## config.mk

```make
export PLATFORM = sky130hd
export DESIGN_NAME = turn_bucket_avg
export DESIGN_NICKNAME = d
export VERILOG_FILES = /design/src/rtl/tba_pkg.sv /design/src/rtl/tba_host_regs.sv /design/src/rtl/tba_slot_track.sv /design/src/rtl/tba_accum.sv /design/src/rtl/tba_stats.sv /design/src/rtl/turn_bucket_avg.sv
export SDC_FILE = /design/constraint.sdc
export NUM_CORES = 2
export LEC_CHECK = 0
export ABC_AREA = 1
export BUFFER_PORTS_ARGS = -buffer_cell sky130_fd_sc_hd__clkbuf_2
export CELL_PAD_IN_SITES_DETAIL_PLACEMENT = 1
export CELL_PAD_IN_SITES_GLOBAL_PLACEMENT = 1
export CORE_MARGIN = 2
export CORE_UTILIZATION = 40
export DETAILED_ROUTE_END_ITERATION = 8
export MAX_ROUTING_LAYER = met4
export PLACE_DENSITY_LB_ADDON = 0.1
export SYNTH_ARGS = -nofsm -noshare
export SYNTH_HDL_FRONTEND = slang
export SYNTH_HIERARCHICAL = 1
export SYNTH_SLANG_ARGS = --single-unit
```

## constraint.sdc

```tcl
create_clock -name clk -period 9.3 [get_ports clk]
set_input_delay 1.395 -clock clk [delete_from_list [all_inputs] [get_ports clk]]
set_output_delay 1.395 -clock clk [all_outputs]
set_load 0.005 [all_outputs]
```

## src/rtl/tba_pkg.sv

```systemverilog
package tba_pkg;
  // Host register map
  localparam logic HADDR_SLOT  = 1'b0;
  localparam logic HADDR_START = 1'b1;

  // Result pipeline state
  typedef enum logic [1:0] {
    ST_IDLE  = 2'd0,
    ST_MULT  = 2'd1,
    ST_FINAL = 2'd2
  } stats_state_e;
endpackage

```

## src/rtl/tba_host_regs.sv

```systemverilog
module tba_host_regs #(
  parameter int SLOTS  = 324,
  parameter int HOST_W = 16,
  localparam int IDX_W = $clog2(SLOTS + 1)
) (
  input  logic              clk,
  input  logic              rst,
  input  logic              wr_i,
  input  logic              addr_i,
  input  logic [HOST_W-1:0] wdata_i,
  output logic [IDX_W-1:0]  slot_o,
  output logic              err_o,
  output logic              start_o
);
  import tba_pkg::*;

  logic in_range;
  assign in_range = (wdata_i < HOST_W'(SLOTS));

  always_ff @(posedge clk) begin
    if (rst) begin
      slot_o  <= '0;
      err_o   <= 1'b0;
      start_o <= 1'b0;
    end else begin
      start_o <= wr_i && (addr_i == HADDR_START);
      if (wr_i && (addr_i == HADDR_SLOT)) begin
        if (in_range) begin
          slot_o <= wdata_i[IDX_W-1:0];
          err_o  <= 1'b0;
        end else begin
          err_o  <= 1'b1;
        end
      end
    end
  end

  p_slot_legal_r3: assert property (@(posedge clk) disable iff (rst)
    slot_o < IDX_W'(SLOTS));

  p_reject_keeps_r3: assert property (@(posedge clk) disable iff (rst)
    (wr_i && addr_i == HADDR_SLOT && wdata_i >= HOST_W'(SLOTS))
      |=> (err_o && $stable(slot_o)));
endmodule

```

## src/rtl/tba_slot_track.sv

```systemverilog
module tba_slot_track #(
  parameter int SLOTS    = 324,
  parameter int SAMPLE_W = 14,
  localparam int IDX_W   = $clog2(SLOTS + 1)
) (
  input  logic                       clk,
  input  logic                       rst,
  input  logic                       valid_i,
  input  logic signed [SAMPLE_W-1:0] data_i,
  input  logic                       mark_i,
  input  logic [IDX_W-1:0]           slot_i,
  output logic                       hit_o,
  output logic signed [SAMPLE_W-1:0] sample_o
);
  // Index of the next valid sample; SLOTS means "not synchronised / past end"
  logic [IDX_W-1:0] pos_q;
  logic [IDX_W-1:0] cur_idx;
  logic             match;
  logic             seen_q;

  assign cur_idx = mark_i ? '0 : pos_q;
  assign match   = valid_i && (cur_idx < IDX_W'(SLOTS)) && (cur_idx == slot_i);

  always_ff @(posedge clk) begin
    if (rst) begin
      pos_q <= IDX_W'(SLOTS);
    end else if (mark_i) begin
      pos_q <= valid_i ? IDX_W'(1) : '0;
    end else if (valid_i && (pos_q < IDX_W'(SLOTS))) begin
      pos_q <= pos_q + IDX_W'(1);
    end
  end

  always_ff @(posedge clk) begin
    if (rst) begin
      hit_o    <= 1'b0;
      sample_o <= '0;
    end else begin
      hit_o <= match;
      if (match) sample_o <= data_i;
    end
  end

  // Tracks whether this turn already produced a capture
  always_ff @(posedge clk) begin
    if (rst)         seen_q <= 1'b0;
    else if (mark_i) seen_q <= match;
    else if (match)  seen_q <= 1'b1;
  end

  p_one_per_turn_r4: assert property (@(posedge clk) disable iff (rst)
    (match && !mark_i) |-> !seen_q);
endmodule

```

## src/rtl/tba_accum.sv

```systemverilog
module tba_accum #(
  parameter int SAMPLE_W   = 14,
  parameter int TURNS_LOG2 = 12,
  localparam int SUM_W     = SAMPLE_W + TURNS_LOG2,
  localparam int SQ_W      = 2 * SAMPLE_W + TURNS_LOG2
) (
  input  logic                       clk,
  input  logic                       rst,
  input  logic                       start_i,
  input  logic                       hit_i,
  input  logic signed [SAMPLE_W-1:0] sample_i,
  output logic                       armed_o,
  output logic                       fin_o,
  output logic signed [SUM_W-1:0]    sum_o,
  output logic [SQ_W-1:0]            sq_o
);
  logic [TURNS_LOG2-1:0]        cnt_q;
  logic signed [2*SAMPLE_W-1:0] sq_s;
  logic [2*SAMPLE_W-1:0]        sq_u;
  logic                         take;

  assign sq_s = sample_i * sample_i;
  assign sq_u = sq_s;
  assign take = armed_o && hit_i;

  always_ff @(posedge clk) begin
    if (rst) begin
      armed_o <= 1'b0;
      fin_o   <= 1'b0;
      cnt_q   <= '0;
      sum_o   <= '0;
      sq_o    <= '0;
    end else begin
      fin_o <= 1'b0;
      if (start_i) begin
        armed_o <= 1'b1;
        cnt_q   <= '0;
        sum_o   <= '0;
        sq_o    <= '0;
      end else if (take) begin
        sum_o <= sum_o + SUM_W'(sample_i);
        sq_o  <= sq_o + SQ_W'(sq_u);
        cnt_q <= cnt_q + TURNS_LOG2'(1);
        if (cnt_q == {TURNS_LOG2{1'b1}}) begin
          armed_o <= 1'b0;
          fin_o   <= 1'b1;
        end
      end
    end
  end

  p_end_on_capture_r5: assert property (@(posedge clk) disable iff (rst)
    $fell(armed_o) |-> $past(hit_i));

  p_fin_pulse_r5: assert property (@(posedge clk) disable iff (rst)
    fin_o |=> !fin_o);
endmodule

```

## src/rtl/tba_stats.sv

```systemverilog
module tba_stats #(
  parameter int SAMPLE_W   = 14,
  parameter int TURNS_LOG2 = 12,
  localparam int SUM_W     = SAMPLE_W + TURNS_LOG2,
  localparam int SQ_W      = 2 * SAMPLE_W + TURNS_LOG2,
  localparam int WIDE_W    = 2 * SUM_W,
  localparam int VAR_W     = 2 * SAMPLE_W
) (
  input  logic                       clk,
  input  logic                       rst,
  input  logic                       fin_i,
  input  logic signed [SUM_W-1:0]    sum_i,
  input  logic [SQ_W-1:0]            sq_i,
  output logic                       busy_o,
  output logic                       done_o,
  output logic signed [SAMPLE_W-1:0] mean_o,
  output logic [VAR_W-1:0]           var_o
);
  import tba_pkg::*;

  stats_state_e               st_q;
  logic signed [WIDE_W-1:0]   sum2_q;
  logic [WIDE_W-1:0]          sqn_q;
  logic signed [SAMPLE_W-1:0] mean_q;
  logic [WIDE_W-1:0]          diff;
  logic [WIDE_W-1:0]          sum2_u;

  assign sum2_u = sum2_q;
  assign diff   = sqn_q - sum2_u;
  assign busy_o = (st_q != ST_IDLE);

  always_ff @(posedge clk) begin
    if (rst) begin
      st_q   <= ST_IDLE;
      sum2_q <= '0;
      sqn_q  <= '0;
      mean_q <= '0;
      mean_o <= '0;
      var_o  <= '0;
      done_o <= 1'b0;
    end else begin
      done_o <= 1'b0;
      unique case (st_q)
        ST_IDLE: if (fin_i) st_q <= ST_MULT;
        ST_MULT: begin
          sum2_q <= WIDE_W'(sum_i) * WIDE_W'(sum_i);
          sqn_q  <= {sq_i, {TURNS_LOG2{1'b0}}};
          mean_q <= sum_i[SUM_W-1:TURNS_LOG2];
          st_q   <= ST_FINAL;
        end
        ST_FINAL: begin
          var_o  <= diff[WIDE_W-1:2*TURNS_LOG2];
          mean_o <= mean_q;
          done_o <= 1'b1;
          st_q   <= ST_IDLE;
        end
        default: st_q <= ST_IDLE;
      endcase
    end
  end

  p_var_nonneg_r7: assert property (@(posedge clk) disable iff (rst)
    (st_q == ST_FINAL) |-> (sqn_q >= sum2_u));

  p_done_pulse_r5: assert property (@(posedge clk) disable iff (rst)
    done_o |=> !done_o);

  p_mean_hold_r9: assert property (@(posedge clk) disable iff (rst)
    !$stable(mean_o) |-> done_o);

  p_var_hold_r9: assert property (@(posedge clk) disable iff (rst)
    !$stable(var_o) |-> done_o);
endmodule

```

## src/rtl/turn_bucket_avg.sv

```systemverilog
module turn_bucket_avg #(
  parameter int SLOTS      = 324,
  parameter int SAMPLE_W   = 14,
  parameter int TURNS_LOG2 = 12,
  parameter int HOST_W     = 16,
  localparam int IDX_W     = $clog2(SLOTS + 1),
  localparam int SUM_W     = SAMPLE_W + TURNS_LOG2,
  localparam int SQ_W      = 2 * SAMPLE_W + TURNS_LOG2
) (
  input  logic                       clk,
  input  logic                       rst,
  input  logic                       adc_valid,
  input  logic signed [SAMPLE_W-1:0] adc_data,
  input  logic                       rev_mark,
  input  logic                       host_wr,
  input  logic                       host_addr,
  input  logic [HOST_W-1:0]          host_wdata,
  output logic                       slot_err,
  output logic                       busy,
  output logic                       done,
  output logic signed [SAMPLE_W-1:0] mean,
  output logic [2*SAMPLE_W-1:0]      variance
);
  logic [IDX_W-1:0]           slot_sel;
  logic                       start_p;
  logic                       hit;
  logic signed [SAMPLE_W-1:0] hit_sample;
  logic                       armed;
  logic                       fin;
  logic signed [SUM_W-1:0]    acc_sum;
  logic [SQ_W-1:0]            acc_sq;
  logic                       stats_busy;

  tba_host_regs #(.SLOTS(SLOTS), .HOST_W(HOST_W)) regs_i (
    .clk(clk), .rst(rst), .wr_i(host_wr), .addr_i(host_addr),
    .wdata_i(host_wdata), .slot_o(slot_sel), .err_o(slot_err),
    .start_o(start_p));

  tba_slot_track #(.SLOTS(SLOTS), .SAMPLE_W(SAMPLE_W)) track_i (
    .clk(clk), .rst(rst), .valid_i(adc_valid), .data_i(adc_data),
    .mark_i(rev_mark), .slot_i(slot_sel), .hit_o(hit),
    .sample_o(hit_sample));

  tba_accum #(.SAMPLE_W(SAMPLE_W), .TURNS_LOG2(TURNS_LOG2)) acc_i (
    .clk(clk), .rst(rst), .start_i(start_p), .hit_i(hit),
    .sample_i(hit_sample), .armed_o(armed), .fin_o(fin),
    .sum_o(acc_sum), .sq_o(acc_sq));

  tba_stats #(.SAMPLE_W(SAMPLE_W), .TURNS_LOG2(TURNS_LOG2)) stats_i (
    .clk(clk), .rst(rst), .fin_i(fin), .sum_i(acc_sum), .sq_i(acc_sq),
    .busy_o(stats_busy), .done_o(done), .mean_o(mean), .var_o(variance));

  assign busy = armed || fin || stats_busy;
endmodule

```

== Word-level counts from Yosys, hierarchy flattened ==
Cells that the tools add are included.

* Add/sub/neg operators: 5
* $mul: 2
* Order comparisons: 3
* Eq/ne operators: 5
* Muxes and demuxes: 12
* Bitwise logic cells: 2
* Reductions and logical operators: 17

{| class="wikitable"
|+ Operator list
! kind !! number
|-
| multiplier 26 x 26 -> 52 bit || 1
|-
| subtractor 52 bit || 1
|-
| adder 40 x 28 -> 40 bit || 1
|-
| multiplier 14 x 14 -> 28 bit || 1
|-
| two-way mux 9 bit || 3
|-
| adder 26 x 14 -> 26 bit || 1
|-
| < comparator 9 bit, second input constant || 2
|-
| < comparator 16 x 9 -> 1 bit, second input constant || 1
|-
| adder 12 x 1 -> 12 bit, second input constant || 1
|-
| equality test 12 bit, second input constant || 1
|-
| adder 9 x 1 -> 9 bit, second input constant || 1
|-
| equality test 9 bit || 1
|-
| nonzero test 2 bit || 4
|-
| two-way mux 1 bit || 7
|-
| logical AND 1 bit || 6
|-
| case mux 2 bit (2 select lines) || 1
|-
| AND reduction 2 bit || 2
|-
| OR reduction 3 bit || 1
|-
| equality test 2 x 1 -> 1 bit, second input constant || 1
|-
| equality test 2 bit, second input constant || 1
|-
| zero test 2 bit || 1
|-
| logical OR 1 bit || 2
|-
| two-way mux 2 bit || 1
|-
| inequality test 2 bit, second input constant || 1
|-
| 2 further kinds || 3
|}

* Register bits after elaboration: 266
* Word-level logic and storage cells: 64

== Logic depth before layout (Yosys ltp) ==
* Word-level depth: 4
* Gate-level depth with buffers: 37
* Mapped depth without buffers: 35

== By module ==
The synthesis kept the hierarchy.

{| class="wikitable"
|+ Modules (own cells, without submodules)
! module !! instances !! cells each !! area each (um2) !! seq. area each (um2)
|-
| tba_stats || 1 || 4,487 || 32,827.7 || 3,002.9
|-
| tba_accum || 1 || 2,002 || 14,062.2 || 1,601.5
|-
| tba_slot_track || 1 || 279 || 1,640.3 || 480.5
|-
| tba_host_regs || 1 || 91 || 571.8 || 220.2
|-
| turn_bucket_avg || 1 || 3 || 11.3 || 0.0
|}

== Worst setup path before layout ==
Ideal clock, no wire load.

* Kind: register -> register
* From: reg track_i.sample_o[13]
* To: reg acc_i.sq_o[35]
* Setup time: 115 ps
* Arrival: 7,291 ps
* Data required time: 9,185 ps
* Path slack: 1,894 ps
* Stages on the path, launching flop included: 31
* Buffers on the path: 2
* Period minus slack after synthesis: 7,406 ps
* Cells stage by stage: dfxtp_1 clkbuf_1 clkbuf_1 nand2_1 fa_1 fa_1 inv_1 fa_1 fa_1 fa_1 inv_1 fa_1 inv_1 ha_1 nand2_1 nor2_1 inv_1 nor3_1 o21ai_0 nand3_1 xnor2_1 inv_1 ha_1 a21oi_1 o21ai_0 nand2_1 o21ai_0 a21oi_1 nand2_4 a21oi_1 nor2_1

* Longest elaborated chain between the ends: 2

{| class="wikitable"
|+ Ends and longest elaborated chain
! what !! RTL line !! source
|-
| start: declaration || tba_slot_track.sv:13 || <nowiki>output logic signed [SAMPLE_W-1:0] sample_o</nowiki>
|-
| start signal: assignment || tba_slot_track.sv:40 || <nowiki>if (match) sample_o <= data_i;</nowiki>
|-
| multiplier 14 x 14 -> 28 bit || tba_accum.sv:22 || <nowiki>assign sq_s = sample_i * sample_i;</nowiki>
|-
| adder 40 x 28 -> 40 bit || tba_accum.sv:42 || <nowiki>sq_o <= sq_o + SQ_W'(sq_u);</nowiki>
|-
| end signal: assignment || tba_accum.sv:42 ||
|-
| end: declaration || tba_accum.sv:15 || <nowiki>output logic [SQ_W-1:0] sq_o</nowiki>
|}

Every way passes these cells.
A chain may end at the register's enable or synchronous reset.

== Worst setup path after layout ==
* From: reg track_i.sample_o[4]
* To: reg acc_i.sq_o[36]

The elaborated chain is that of the path after synthesis.

==> key figures <==
GRT
  • Number of global-route vias before repair: between 40,000 and 50,000
  • Grt total ovfl: 0
  • GR Util All Layers: between 20% and 30%
  • Largest net degree at the start of global routing: 75
  • Initial antenna violation count: 3
  • First-pass GRT wire length: around 260,000 um

Timing
  • Setup tns final: 0 ps
  • Hold_ws: a little under 500 ps
  • Worst slew pin tran: slightly above 1000 ps
  • Final WS setup: between 1000 and 1500 ps
  • RSZ-0062 raised after global routing: false
  • Setup violators final: 0
  • Maximum clock rate: roughly 130 MHz
  • Hold Vio Cnt, Final: 0
  • Fin crit period: 7894 ps
  • Max_slew headroom: between 30 and 40%
  • Slew Viols, Final: 0
  • Tcrit/Tclk final: 84.88%
  • Final Skew: between 40 and 50 ps

Setup path
  • Worst path arrival time: ~8400 ps
  • Crit path kind: reg -> reg
  • Worst path most repeated cell: fa_1
  • Max incr delay on CP: 850 ps
  • CP Launch Type: flip-flop
  • Worst-path fanout max: 17
  • Crit-path slowest cell: dfxtp_1
  • Req. time, crit path: between 9000 and 10,000 ps
  • CP Capture Type: flip-flop

Power
  • Combinational share of power: between 10% and 20%
  • Peak VDD IR: ~120 uV
  • Seq pwr share: around a third
  • Power per cell area: 66.71 nW/um^2
  • Leakage: roughly 32 nW
  • Net Sw Frac: approximately a third
  • Net Sw Power: between 0.001 and 0.0015 W
  • Cell internal pwr: 0.002405 W
  • Clock share of power: between 40% and 50%

Die
  • Die area: about 130,000 sq um
  • Core area: roughly 120,000 sq um
  • Rows: 128
  • I/O pin count: approximately 80
  • Initial Util: 40.30%
  • Die Y: between 300 and 400 um
  • Die width: around 350 um

Placed design
  • I/O Buffers: 80
  • Post-DP Area: a little over 50,000 sq um
  • Routability cong.: roughly 0.9
  • Dpl ws: roughly 1400 ps
  • Post-DP HPWL: 138,500 um

CTS
  • CTS max path bufs: 3
  • TritonCTS clock tree: yes
  • Postcts setup bufs: 0
  • Hold Buf Count CTS: 0
  • Sink Count: approximately 270
  • H-tree depth: 2
  • CTS root buf: clkbuf_16
  • CTS buffer count: 39
  • Skew-Pair Late Insertion Delay: between 600 and 700 ps
  • Clock slew at reported path FFs: ~50 ps
  • Quantity of gates resized following cts: 0

Logic synthesis
  • Simple-gate share of the synthesized area: 22.05%
  • Syn Area/Cell: between 7 and 8 sq um
  • Mapped Area: 49,110 sq um
  • Area contributors post-synth: fa_1 34%, inv_1 15%, nand2_1 11%
  • Post-synth EDFFs: 0
  • Synth Area in XOR/XNOR: under 10%
  • Yosys cell types: 54
  • Sequential element share of the synthesized area: ~11%
  • YS warnings: 6
  • Synthesized flop and latch total: about 270
  • Top_reg_cell synth: dfxtp_1
  • Post-synth net total: slightly above 8,000
  • Post-Syn Instances: just under 7,000
  • Synth Area in Compound Gates: under 10%
  • Synth area leader: fa_1
  • Synth top area share: 33.91%
  • Combinational family with the most area after synthesis: adder cells
  • Synth async-reset ratio: 0%
  • Mux contribution to synthesized area: 0%
  • Post-synthesis adder-cell area fraction: 42.04%

Finish
  • Synth-to-Final Area Change: 7.126%
  • Total Nets Final: ~8,000
  • Design area: around 53,000 sq um
  • Layout cells sized above 1: between 4 and 5%
  • Commonest non-fill, non-tap cell in the layout: inv_1
  • Post-Route Utilization: a little over two fifths
  • Commonest cells after routing, fill and taps aside: 1,932 x inv_1, 1,497 x nand2_1, 832 x fa_1

Hold path
  • Hold crit path type: reg -> reg

Detailed routing
  • DR WL met3: approximately 5000 um
  • First-pass detailed-route iteration total: 6
  • DRC viols: 0
  • Top routing layer in use: met4
  • Vias: ~42,000
  • Initial DRC count: 2,010
  • ANT nets after route: 0
  • Via density per instance: 4.930
  • WL/cell: roughly 19 um
  • Total Wirelength: 164,600 um
  • WL met2: 79,820 um
  • M1 WL: roughly 76,000 um

Run status
  • Run status: finished, final reports clean

Flow run
  • Max-cap violations: 0
path summary, 6_finish.rpt:
path,slack [ps],start,end,cells past startpoint
max,1410,track_i/sample_o[4],acc_i/sq_o[36],28
min,480,stats_i/mean_q[4],stats_i/mean_o[4],2
max reg2reg,1410,track_i/sample_o[4],acc_i/sq_o[36],28
min reg2reg,480,stats_i/mean_q[4],stats_i/mean_o[4],2
flip-flops by register name, summed over array words and instances (netlist names):
name / cells
acc_i/fin_o: 1
stats_i/mean_o: 14
stats_i/sum2_q: 51
regs_i/slot_o: 9
regs_i/err_o: 1
acc_i/armed_o: 1
track_i/hit_o: 1
stats_i/sqn_q: 40
track_i/pos_q: 9
stats_i/done_o: 1
acc_i/sq_o: 40
acc_i/sum_o: 26
regs_i/start_o: 1
stats_i/st_q: 2
track_i/sample_o: 14
stats_i/mean_q: 14
stats_i/var_o: 28
acc_i/cnt_q: 12
cell usage after synthesis, types with 3 or more instances:
cell	count
a31o_2	4
nor2_2	18
clkbuf_1	146
nand4_1	79
xor2_1	75
nand2_2	35
nor2_1	564
inv_1	1934
ha_1	319
o21bai_1	58
clkinv_1	4
o211ai_1	4
inv_2	11
o21a_1	7
buf_4	3
a31oi_1	5
nand2_1	1497
buf_6	4
xnor2_1	27
a21o_1	9
a21oi_1	276
o21ai_0	231
and3_1	3
nor3_2	6
and2_1	7
fa_1	832
nand3_1	289
or2_2	13
nor3_1	36
buf_2	7
nand3b_1	7
dfxtp_1	265
nor2_4	5
a21oi_2	6
nand3_2	6
buf_1	14
nor4_1	7
nand2_4	7
o21ai_1	21
layer usage:
layer  track usage [%]  up-vias
li1                  -    20100
met1             35.97    21080
met2             47.10      595
met3             2.231      171
met4             6.890        0
met5                 -        -
power by group through the flow:
stage               logic (W)  clock network [W]  registers (W)
finish               0.000646            0.00169        0.00118
global route         0.000745            0.00179        0.00118
CTS                  0.000666            0.00175        0.00118
detailed placement   0.000662                  0        0.00120
global placement     0.000652                  0        0.00120
floorplan            0.000478                  0        0.00118
stage by stage:
stage          instances  total power [W]
3_3_place_gp        8437         0.001854
2_1_floorplan       6862         0.001657
3_5_place_dp        8437         0.001864
4_1_cts             8508         0.003590
6_report            8509         0.003510
5_1_grt             8508         0.003714
cells by family after synthesis:
logic type / count (synthesis)
AND/OR/NAND/NOR: 2590
buffers and inverters: 2124
adder cells (fa/ha/maj): 1151
AO/OA/AOI/OAI: 628
flip-flops: 265
XOR/XNOR: 102
other: 2
cell type report:
type | instances | area [sq um]
fill | 15620 | 69260
multi-input combinational | 4473 | 35800
inverter | 1950 | 7323
sequential | 265 | 5308
tap | 1625 | 2033
clock buffer | 49 | 1074
timing repair buffer | 124 | 733.2
clock inverter | 22 | 336.6
antenna | 1 | 2.502
critical path, delay by kind of cell, from the launching register on:
family / cells / cell delay, ps
simple gates: 11 / 1400
buf+inv: 4 / 410
compound gates: 4 / 710
flops: 1 / 850
xor+xnor: 1 / 190
fa+ha+maj: 8 / 4230
Note: power is estimated with default switching activity, not from simulation.
